## src/rtl/irq_pkg.sv

```systemverilog
package irq_pkg;
   typedef enum logic {
      LVL_LOW  = 1'b0,
      LVL_HIGH = 1'b1
   } irq_lvl_e;
endpackage

```

## src/rtl/irq_cfg_regs.sv

```systemverilog
module irq_cfg_regs #(
   parameter int DW      = 8,
   parameter int NSRC    = 5,
   parameter int GLB_BIT = 7
) (
   input  logic            clk,
   input  logic            rst_n,
   input  logic            we,
   input  logic            sel,
   input  logic [DW-1:0]   wdata,
   output logic [DW-1:0]   rdata,
   output logic [NSRC-1:0] en_src,
   output logic [NSRC-1:0] pri_src,
   output logic            glb_en
);
   localparam logic [DW-1:0] SRC_MASK = DW'((1 << NSRC) - 1);
   localparam logic [DW-1:0] EN_MASK  = SRC_MASK | (DW'(1) << GLB_BIT);

   if (GLB_BIT >= DW || NSRC > GLB_BIT) begin : g_bad_layout
      $error("irq_cfg_regs: source bits overlap the master bit or exceed the word");
   end

   logic [DW-1:0] en_q;
   logic [DW-1:0] pri_q;

   always_ff @(posedge clk or negedge rst_n) begin
      if (!rst_n) begin
         en_q  <= '0;
         pri_q <= '0;
      end else if (we) begin
         if (sel) pri_q <= wdata & SRC_MASK;
         else     en_q  <= wdata & EN_MASK;
      end
   end

   assign rdata   = sel ? pri_q : en_q;
   assign en_src  = en_q[NSRC-1:0];
   assign pri_src = pri_q[NSRC-1:0];
   assign glb_en  = en_q[GLB_BIT];

   AST_EN_READBACK: assert property (@(posedge clk) disable iff (!rst_n)
      (we && !sel) ##1 (!sel) |-> rdata == ($past(wdata) & EN_MASK));
   AST_PRI_READBACK: assert property (@(posedge clk) disable iff (!rst_n)
      (we && sel) ##1 (sel) |-> rdata == ($past(wdata) & SRC_MASK));
endmodule

```

## src/rtl/irq_arbiter.sv

```systemverilog
module irq_arbiter #(
   parameter int NSRC      = 5,
   parameter bit LSB_FIRST = 1'b1,
   parameter int IW        = (NSRC > 1) ? $clog2(NSRC) : 1
) (
   input  logic [NSRC-1:0] req,
   input  logic [NSRC-1:0] en,
   input  logic [NSRC-1:0] pri,
   input  logic            glb_en,
   input  logic            isr_hi,
   input  logic            isr_lo,
   output logic            win_any,
   output logic            win_hi,
   output logic [IW-1:0]   win_idx
);
   logic [NSRC-1:0] elig;
   logic [NSRC-1:0] elig_hi;
   logic [NSRC-1:0] elig_lo;
   logic [IW-1:0]   idx_hi;
   logic [IW-1:0]   idx_lo;

   for (genvar i = 0; i < NSRC; i++) begin : g_gate
      assign elig[i] = glb_en & en[i] & req[i] & ~isr_hi & (~isr_lo | pri[i]);
   end

   assign elig_hi = elig & pri;
   assign elig_lo = elig & ~pri;

   if (LSB_FIRST) begin : g_scan_lsb
      always_comb begin
         idx_hi = '0;
         idx_lo = '0;
         for (int i = NSRC - 1; i >= 0; i--) begin
            if (elig_hi[i]) idx_hi = IW'(i);
            if (elig_lo[i]) idx_lo = IW'(i);
         end
      end
   end else begin : g_scan_msb
      always_comb begin
         idx_hi = '0;
         idx_lo = '0;
         for (int i = 0; i < NSRC; i++) begin
            if (elig_hi[i]) idx_hi = IW'(i);
            if (elig_lo[i]) idx_lo = IW'(i);
         end
      end
   end

   assign win_hi  = |elig_hi;
   assign win_any = |elig;
   assign win_idx = win_hi ? idx_hi : idx_lo;
endmodule

```

## src/rtl/irq_level_track.sv

```systemverilog
module irq_level_track (
   input  logic clk,
   input  logic rst_n,
   input  logic take,
   input  logic take_hi,
   input  logic reti,
   output logic isr_hi,
   output logic isr_lo
);
   always_ff @(posedge clk or negedge rst_n) begin
      if (!rst_n) begin
         isr_hi <= 1'b0;
         isr_lo <= 1'b0;
      end else begin
         if (reti) begin
            if (isr_hi) isr_hi <= 1'b0;
            else        isr_lo <= 1'b0;
         end
         if (take) begin
            if (take_hi) isr_hi <= 1'b1;
            else         isr_lo <= 1'b1;
         end
      end
   end

   AST_RETI_TOP_ONLY: assert property (@(posedge clk) disable iff (!rst_n)
      reti && isr_hi && !take |=> !isr_hi && (isr_lo == $past(isr_lo)));
   AST_LOW_TAKE_IDLE: assert property (@(posedge clk) disable iff (!rst_n)
      take && !take_hi |-> !isr_hi && !isr_lo);
   AST_HIGH_TAKE_FREE: assert property (@(posedge clk) disable iff (!rst_n)
      take && take_hi |-> !isr_hi);
endmodule

```

## src/rtl/irq_ctrl_2lvl.sv

```systemverilog
module irq_ctrl_2lvl #(
   parameter int DW        = 8,
   parameter int NSRC      = 5,
   parameter int GLB_BIT   = 7,
   parameter int VW        = 8,
   parameter int VEC_BASE  = 3,
   parameter int VEC_STEP  = 8,
   parameter bit LSB_FIRST = 1'b1
) (
   input  logic            clk,
   input  logic            rst_n,
   input  logic            cfg_we,
   input  logic            cfg_sel,
   input  logic [DW-1:0]   cfg_wdata,
   output logic [DW-1:0]   cfg_rdata,
   input  logic [NSRC-2:0] src_req,
   input  logic            ser_rx_flag,
   input  logic            ser_tx_flag,
   output logic            vec_stb,
   output logic            vec_pend,
   output logic [VW-1:0]   vec_addr,
   input  logic            vec_ack,
   input  logic            reti
);
   import irq_pkg::*;

   localparam int IW = (NSRC > 1) ? $clog2(NSRC) : 1;

   if (NSRC < 2) begin : g_bad_count
      $error("irq_ctrl_2lvl: at least two sources are required");
   end
   if (VEC_BASE + (NSRC - 1) * VEC_STEP >= (1 << VW)) begin : g_bad_vec
      $error("irq_ctrl_2lvl: vector table does not fit VW bits");
   end

   logic [NSRC-1:0] req_all;
   logic [NSRC-1:0] en_src;
   logic [NSRC-1:0] pri_src;
   logic            glb_en;
   logic            isr_hi;
   logic            isr_lo;
   logic            win_any;
   logic            win_hi;
   logic [IW-1:0]   win_idx;
   logic            take;

   logic            pend_q;
   logic            stb_q;
   logic [VW-1:0]   vec_q;
   irq_lvl_e        lvl_q;

   assign req_all = {ser_rx_flag | ser_tx_flag, src_req};

   irq_cfg_regs #(.DW(DW), .NSRC(NSRC), .GLB_BIT(GLB_BIT)) u_regs (
      .clk     (clk),
      .rst_n   (rst_n),
      .we      (cfg_we),
      .sel     (cfg_sel),
      .wdata   (cfg_wdata),
      .rdata   (cfg_rdata),
      .en_src  (en_src),
      .pri_src (pri_src),
      .glb_en  (glb_en)
   );

   irq_arbiter #(.NSRC(NSRC), .LSB_FIRST(LSB_FIRST), .IW(IW)) u_arb (
      .req     (req_all),
      .en      (en_src),
      .pri     (pri_src),
      .glb_en  (glb_en),
      .isr_hi  (isr_hi),
      .isr_lo  (isr_lo),
      .win_any (win_any),
      .win_hi  (win_hi),
      .win_idx (win_idx)
   );

   irq_level_track u_lvl (
      .clk     (clk),
      .rst_n   (rst_n),
      .take    (take),
      .take_hi (lvl_q == LVL_HIGH),
      .reti    (reti),
      .isr_hi  (isr_hi),
      .isr_lo  (isr_lo)
   );

   function automatic logic [VW-1:0] vec_of(input logic [IW-1:0] idx);
      return VW'(VEC_BASE + int'(idx) * VEC_STEP);
   endfunction

   assign take = vec_ack & pend_q;

   always_ff @(posedge clk or negedge rst_n) begin
      if (!rst_n) begin
         pend_q <= 1'b0;
         stb_q  <= 1'b0;
         vec_q  <= '0;
         lvl_q  <= LVL_LOW;
      end else begin
         stb_q <= 1'b0;
         if (take) begin
            pend_q <= 1'b0;
         end else if (!pend_q && win_any) begin
            pend_q <= 1'b1;
            stb_q  <= 1'b1;
            vec_q  <= vec_of(win_idx);
            lvl_q  <= win_hi ? LVL_HIGH : LVL_LOW;
         end
      end
   end

   assign vec_stb  = stb_q;
   assign vec_pend = pend_q;
   assign vec_addr = vec_q;

   AST_STB_PULSE: assert property (@(posedge clk) disable iff (!rst_n)
      vec_stb |=> !vec_stb);
   AST_VEC_HELD: assert property (@(posedge clk) disable iff (!rst_n)
      vec_pend && !vec_ack |=> vec_pend && $stable(vec_addr));
   AST_GLB_GATE: assert property (@(posedge clk) disable iff (!rst_n)
      vec_stb |-> $past(glb_en));
   AST_HI_NO_PREEMPT: assert property (@(posedge clk) disable iff (!rst_n)
      vec_stb |-> !$past(isr_hi));
   AST_LO_NEST_HIGH: assert property (@(posedge clk) disable iff (!rst_n)
      vec_stb && $past(isr_lo) |-> lvl_q == LVL_HIGH);
endmodule

```

## config.mk

```make
export PLATFORM = sky130hd
export DESIGN_NAME = irq_ctrl_2lvl
export DESIGN_NICKNAME = d
export VERILOG_FILES = /design/src/rtl/irq_pkg.sv /design/src/rtl/irq_cfg_regs.sv /design/src/rtl/irq_arbiter.sv /design/src/rtl/irq_level_track.sv /design/src/rtl/irq_ctrl_2lvl.sv
export SDC_FILE = /design/constraint.sdc
export NUM_CORES = 1
export LEC_CHECK = 0
export BUFFER_PORTS_ARGS = -buffer_cell sky130_fd_sc_hd__buf_2
export CAP_MARGIN = 20
export CORE_MARGIN = 2
export CORE_UTILIZATION = 48
export CTS_CLUSTER_SIZE = 16
export DETAILED_ROUTE_END_ITERATION = 7
export PLACE_DENSITY = 0.77
export SETUP_SLACK_MARGIN = 0.4
export SYNTH_ARGS = -nofsm -noshare
export SYNTH_HDL_FRONTEND = slang
export SYNTH_SLANG_ARGS = --single-unit
```

## constraint.sdc

```tcl
create_clock -name clk -period 1.8 [get_ports clk]
set_clock_uncertainty 0.05 [all_clocks]
set_input_delay 0.36 -clock clk [delete_from_list [all_inputs] [get_ports clk]]
set_output_delay 0.36 -clock clk [all_outputs]
set_load 0.05 [all_outputs]
```

Yosys cells after proc, flatten, opt, wreduce, memory -nomap -nowiden:

Cells that the tools add are included.

* register bits: 24
* bits of input ports: 20
* output and inout port bits: 18

* $add $sub $neg: 1
* mux-type cells: 24
* bitwise gates (word level): 34
* reductions and logical operators: 8

Operators by type and width (count)
* $mux 3: 11
* $and 1x1->1: 21
* $mux 1: 12
* $and 5x5->5: 2
* $reduce_or 5->1: 2
* $mux 8: 1
* $add 2x6->7 const A: 1
* $or 1x1->1: 6
* $reduce_and 2->1: 3
* $not 5->5: 1
* $not 1->1: 4
* $reduce_bool 2->1: 1
* $logic_and 1x1->1: 1
* $logic_not 1->1: 1

Depth between registers and ports, before layout:

* depth after elaboration: 12
* gate-level depth with buffers: 6
* mapped depth without buffers: 5

Hierarchy:

Synthesis repeated with hierarchy kept, for this count alone.

* cells, all modules: 105
* area total of the unflattened synthesis: 1178.6 sq um

By module, submodules not included
* irq_cfg_regs: instances 1, cells an instance 35, area each 540.5 sq um
* irq_ctrl_2lvl: instances 1, cells an instance 23, area each 312.8 sq um
* irq_arbiter: instances 1, cells an instance 39, area each 244.0 sq um
* irq_level_track: instances 1, cells an instance 8, area each 81.3 sq um

Least setup slack after synthesis:

No wires, ideal clock.

* kind: input to output
* start point: input cfg_sel
* end point: output cfg_rdata[7]
* arrival time: 1215 ps
* setup slack: 175 ps
* stages: 2
* buffers on the path: 1
* path through: buf_2 nor2b_1

* word-level cells in the longest chain between the ends: 1

Ends and longest elaborated chain
* start: declaration: line irq_ctrl_2lvl.sv:13 `input logic cfg_sel,`
* $mux 8: line irq_cfg_regs.sv:36 `assign rdata = sel ? pri_q : en_q;`
* end: declaration: line irq_ctrl_2lvl.sv:15 `output logic [DW-1:0] cfg_rdata,`

No other way between the ends.

Final worst setup path:

* start point: register u_regs.en_q[1]
* end point: output cfg_rdata[1]

* word-level cells in the longest chain between the ends: 1

Ends and longest elaborated chain
* start: declaration: line irq_cfg_regs.sv:23 `logic [DW-1:0] en_q;`
* start signal: assignment: line irq_cfg_regs.sv:32 `else en_q <= wdata & EN_MASK;`
* $mux 8: line irq_cfg_regs.sv:36

No other way between the ends.

==> impl_metrics.env <==
export IMPL_cp_top_family="flip-flops"
export IMPL_boundaryPins=38
export IMPL_hold_violations=0
export IMPL_gp_congestion=0.841
export IMPL_seqCellArea_um2=502
export IMPL_start_util_pct=49.4
export IMPL_required_ns=1.39
export IMPL_holdWs_ns=0.207
export IMPL_std_cell_rows=17
export IMPL_async_flop_share_pct=100
export IMPL_syn_avg_cell_area_um2=10.7
export IMPL_synthCells=100
export IMPL_fin_crit_ns=1.61
export IMPL_status="complete, no violations"
export IMPL_antenna_left=0
export IMPL_yosys_top_cells_area="dfrtp_1, mux2_2, buf_4"
export IMPL_grt_pass1_wl_mm=3.80
export IMPL_fin_crit_sh_pct=89.2
export IMPL_synth_most_common_cell="dfrtp_1"
export IMPL_cts_buffers=3
export IMPL_arrival_ns=1.20
export IMPL_yosysWarningCount=0
export IMPL_synth_common_cells="dfrtp_1, mux2_2, nand2_1"
export IMPL_dp_hpwl_mm=1.63
export IMPL_setup_ws_ns=0.194
export IMPL_startpoint_type="flip-flop"
export IMPL_cts_root_buf="clkbuf_4"
export IMPL_maxCapViolations=0
export IMPL_die_x_um=51.3
export IMPL_wirelength_mm=2.33
export IMPL_multiInputGateArea_um2=559
export IMPL_grt_max_degree=21
export IMPL_first_pass_iters=4
export IMPL_fin_area_um2=1420
export IMPL_finalMaxSlewViolations=0
export IMPL_place_ws_ns=0.160
export IMPL_whs_path_depth=2
export IMPL_pwr_density_cell_nw_per_um2=1240
export IMPL_syn_to_final_growth_pct=32.3
export IMPL_routed_top_layer="met4"
export IMPL_via_count=899
export IMPL_antenna_found_initial=0
export IMPL_peakVddDrop_v=0.000788
export IMPL_slowest_delay_ns=0.46
export IMPL_path_max_fanout=4
export IMPL_setup_violations=0
export IMPL_ys_dominant_reg_cell="dfrtp_1"
export IMPL_drive_gt1_share_pct=54.3
export IMPL_clk_pin_slew_ns=0.11
export IMPL_setup_tns_ns=0
export IMPL_core_area_um2=2170
export IMPL_clkSinkCount=20
export IMPL_power_leakage_uw=0.000658
export IMPL_critical_path_cell_chain="mux2_2 -> buf_6"
export IMPL_cp_num_cells=2
export IMPL_netlist_area_um2=1070
export IMPL_clock_path_buffers=2
export IMPL_dp_cells=155
export IMPL_wl_met1_um=975
export IMPL_dpl_cell_area_um2=1220
export IMPL_fin_nets=161
export IMPL_stdcell_count=168
export IMPL_num_antenna_cells=0
export IMPL_cts_tree="yes"
export IMPL_end_kind="output port"
export IMPL_path_class="flip-flop to output port"
export IMPL_numPortBuffers=30
export IMPL_rsz0062_at_grt="yes"
export IMPL_ys_seq_elements=20
export IMPL_drtIter0Drc=22
export IMPL_grt_overflow=0
export IMPL_path_buf_inv=1
export IMPL_min_path_type="input port to flip-flop"
export IMPL_grt_pass1_vias=867
export IMPL_num_fill_cells=175
export IMPL_routed_wl_met2_mm=1.18
export IMPL_wire_per_inst_um=13.9
export IMPL_synth_edff_count=0
export IMPL_globalRouteTotalUtil_pct=19.5
export IMPL_drc_errors=0
export IMPL_die_h_um=51.3
export IMPL_cts_max_level=1
export IMPL_synth_yosys_seq_area_share_pct=46.7
export IMPL_synthDistinctLibCells=33
export IMPL_synth_top_area_cell="dfrtp_1"
export IMPL_die_area_um2=2630
export IMPL_synth_top_cell_area_share_pct=46.7
export IMPL_clk_latency_ns=0.30
export IMPL_vias_per_cell=5.35
export IMPL_crit_slowest_cell="dfrtp_2"
export IMPL_fmax_mhz=623
export IMPL_met3_wirelength_um=136
export IMPL_r2r_cells=6
[where the power goes]
group          switching, uW  internal (uW)  leakage (uW)
Clock                    137            123     0.0000210
Combinational            522            317      0.000394
Sequential               101            561      0.000243
[cells by family (layout without fill, tap and decap cells)]
family                 count (synthesis)  in the layout  share of synthesized area [%]
AND/OR/NAND/NOR                       30             30                           14.4
AO/OA/AOI/OAI                         21             21                           14.7
flip-flops                            20             20                           46.7
multiplexers                          16             16                           16.8
buffers and inverters                 12             48                           7.12
other                                  1              5                          0.350
[repair_timing]
| item | CTS | global route |
|---|---|---|
| cloned | 0 | 1 |
| setup buffers | 6 | 1 |
| hold buffers | 1 | 0 |
| hold endpoints to repair | 20 | 0 |
| pin swaps | 0 | 4 |
| setup endpoints to repair | 14 | 13 |
| resized for setup | 14 | 12 |
[final timing paths]
| check | start | endpoint | slack [ns] |
|---|---|---|---|
| max | u_regs.en_q[1] | cfg_rdata[1] | 0.19 |
| min | vec_ack | vec_pend | 0.21 |
| max reg2reg | u_regs.en_q[1] | vec_addr[5] | 0.20 |
| min reg2reg | vec_addr[5] | vec_addr[5] | 0.44 |
| max in group asynchronous | rst_n | u_regs.en_q[1] | 0.90 |
| min in group asynchronous | rst_n | vec_stb | 0.47 |
[cells in the final DEF, fill, tap and decap left out, types with 2 or more instances in the layout]
cell type	instances
nand2b_1	2
buf_6	6
inv_1	2
dfrtp_1	19
conb_1	5
o31ai_1	3
o21ai_0	4
nor2_1	2
nand2_2	2
buf_2	23
a21oi_1	3
clkbuf_4	3
nand2_1	10
nand3_2	4
a31oi_1	2
o21ai_2	2
buf_4	11
mux2_2	16
[stage by stage]
stage	total power [uW]	util, %
floorplan	1220	-
global placement	1350	56.5
detailed placement	1370	56.5
CTS	1710	62.7
global route	1870	65.4
finish	1760	65.4
[layout make-up]
class,instances,area share [%]
multi-input combinational,72,39.4
sequential,20,35.4
timing repair buffer,41,19.4
tap,28,2.47
clock buffer,4,2.56
inverter,3,0.794
[registers in the layout, indices dropped and copies added (netlist names)]
signal        cells
u_regs.en_q       6
vec_addr          4
lvl_q             1
u_lvl.isr_lo      1
u_regs.pri_q      5
vec_stb           1
u_lvl.isr_hi      1
vec_pend          1
[per-layer routing]
metal | global-route usage, % | up-vias
met5 | 0 | -
met4 | 9.21 | 0
met3 | 2.05 | 4
met2 | 34.0 | 38
met1 | 24.1 | 427
li1 | - | 430
[worst register-to-register path, stage by stage (launching register included)]
cell      delay [ns]
dfrtp_2         0.46
a22oi_2         0.19
a41oi_2         0.15
o311ai_2        0.35
buf_4           0.20
nand2_1         0.06
o31ai_1         0.05
(Power assumes the default switching activity.)
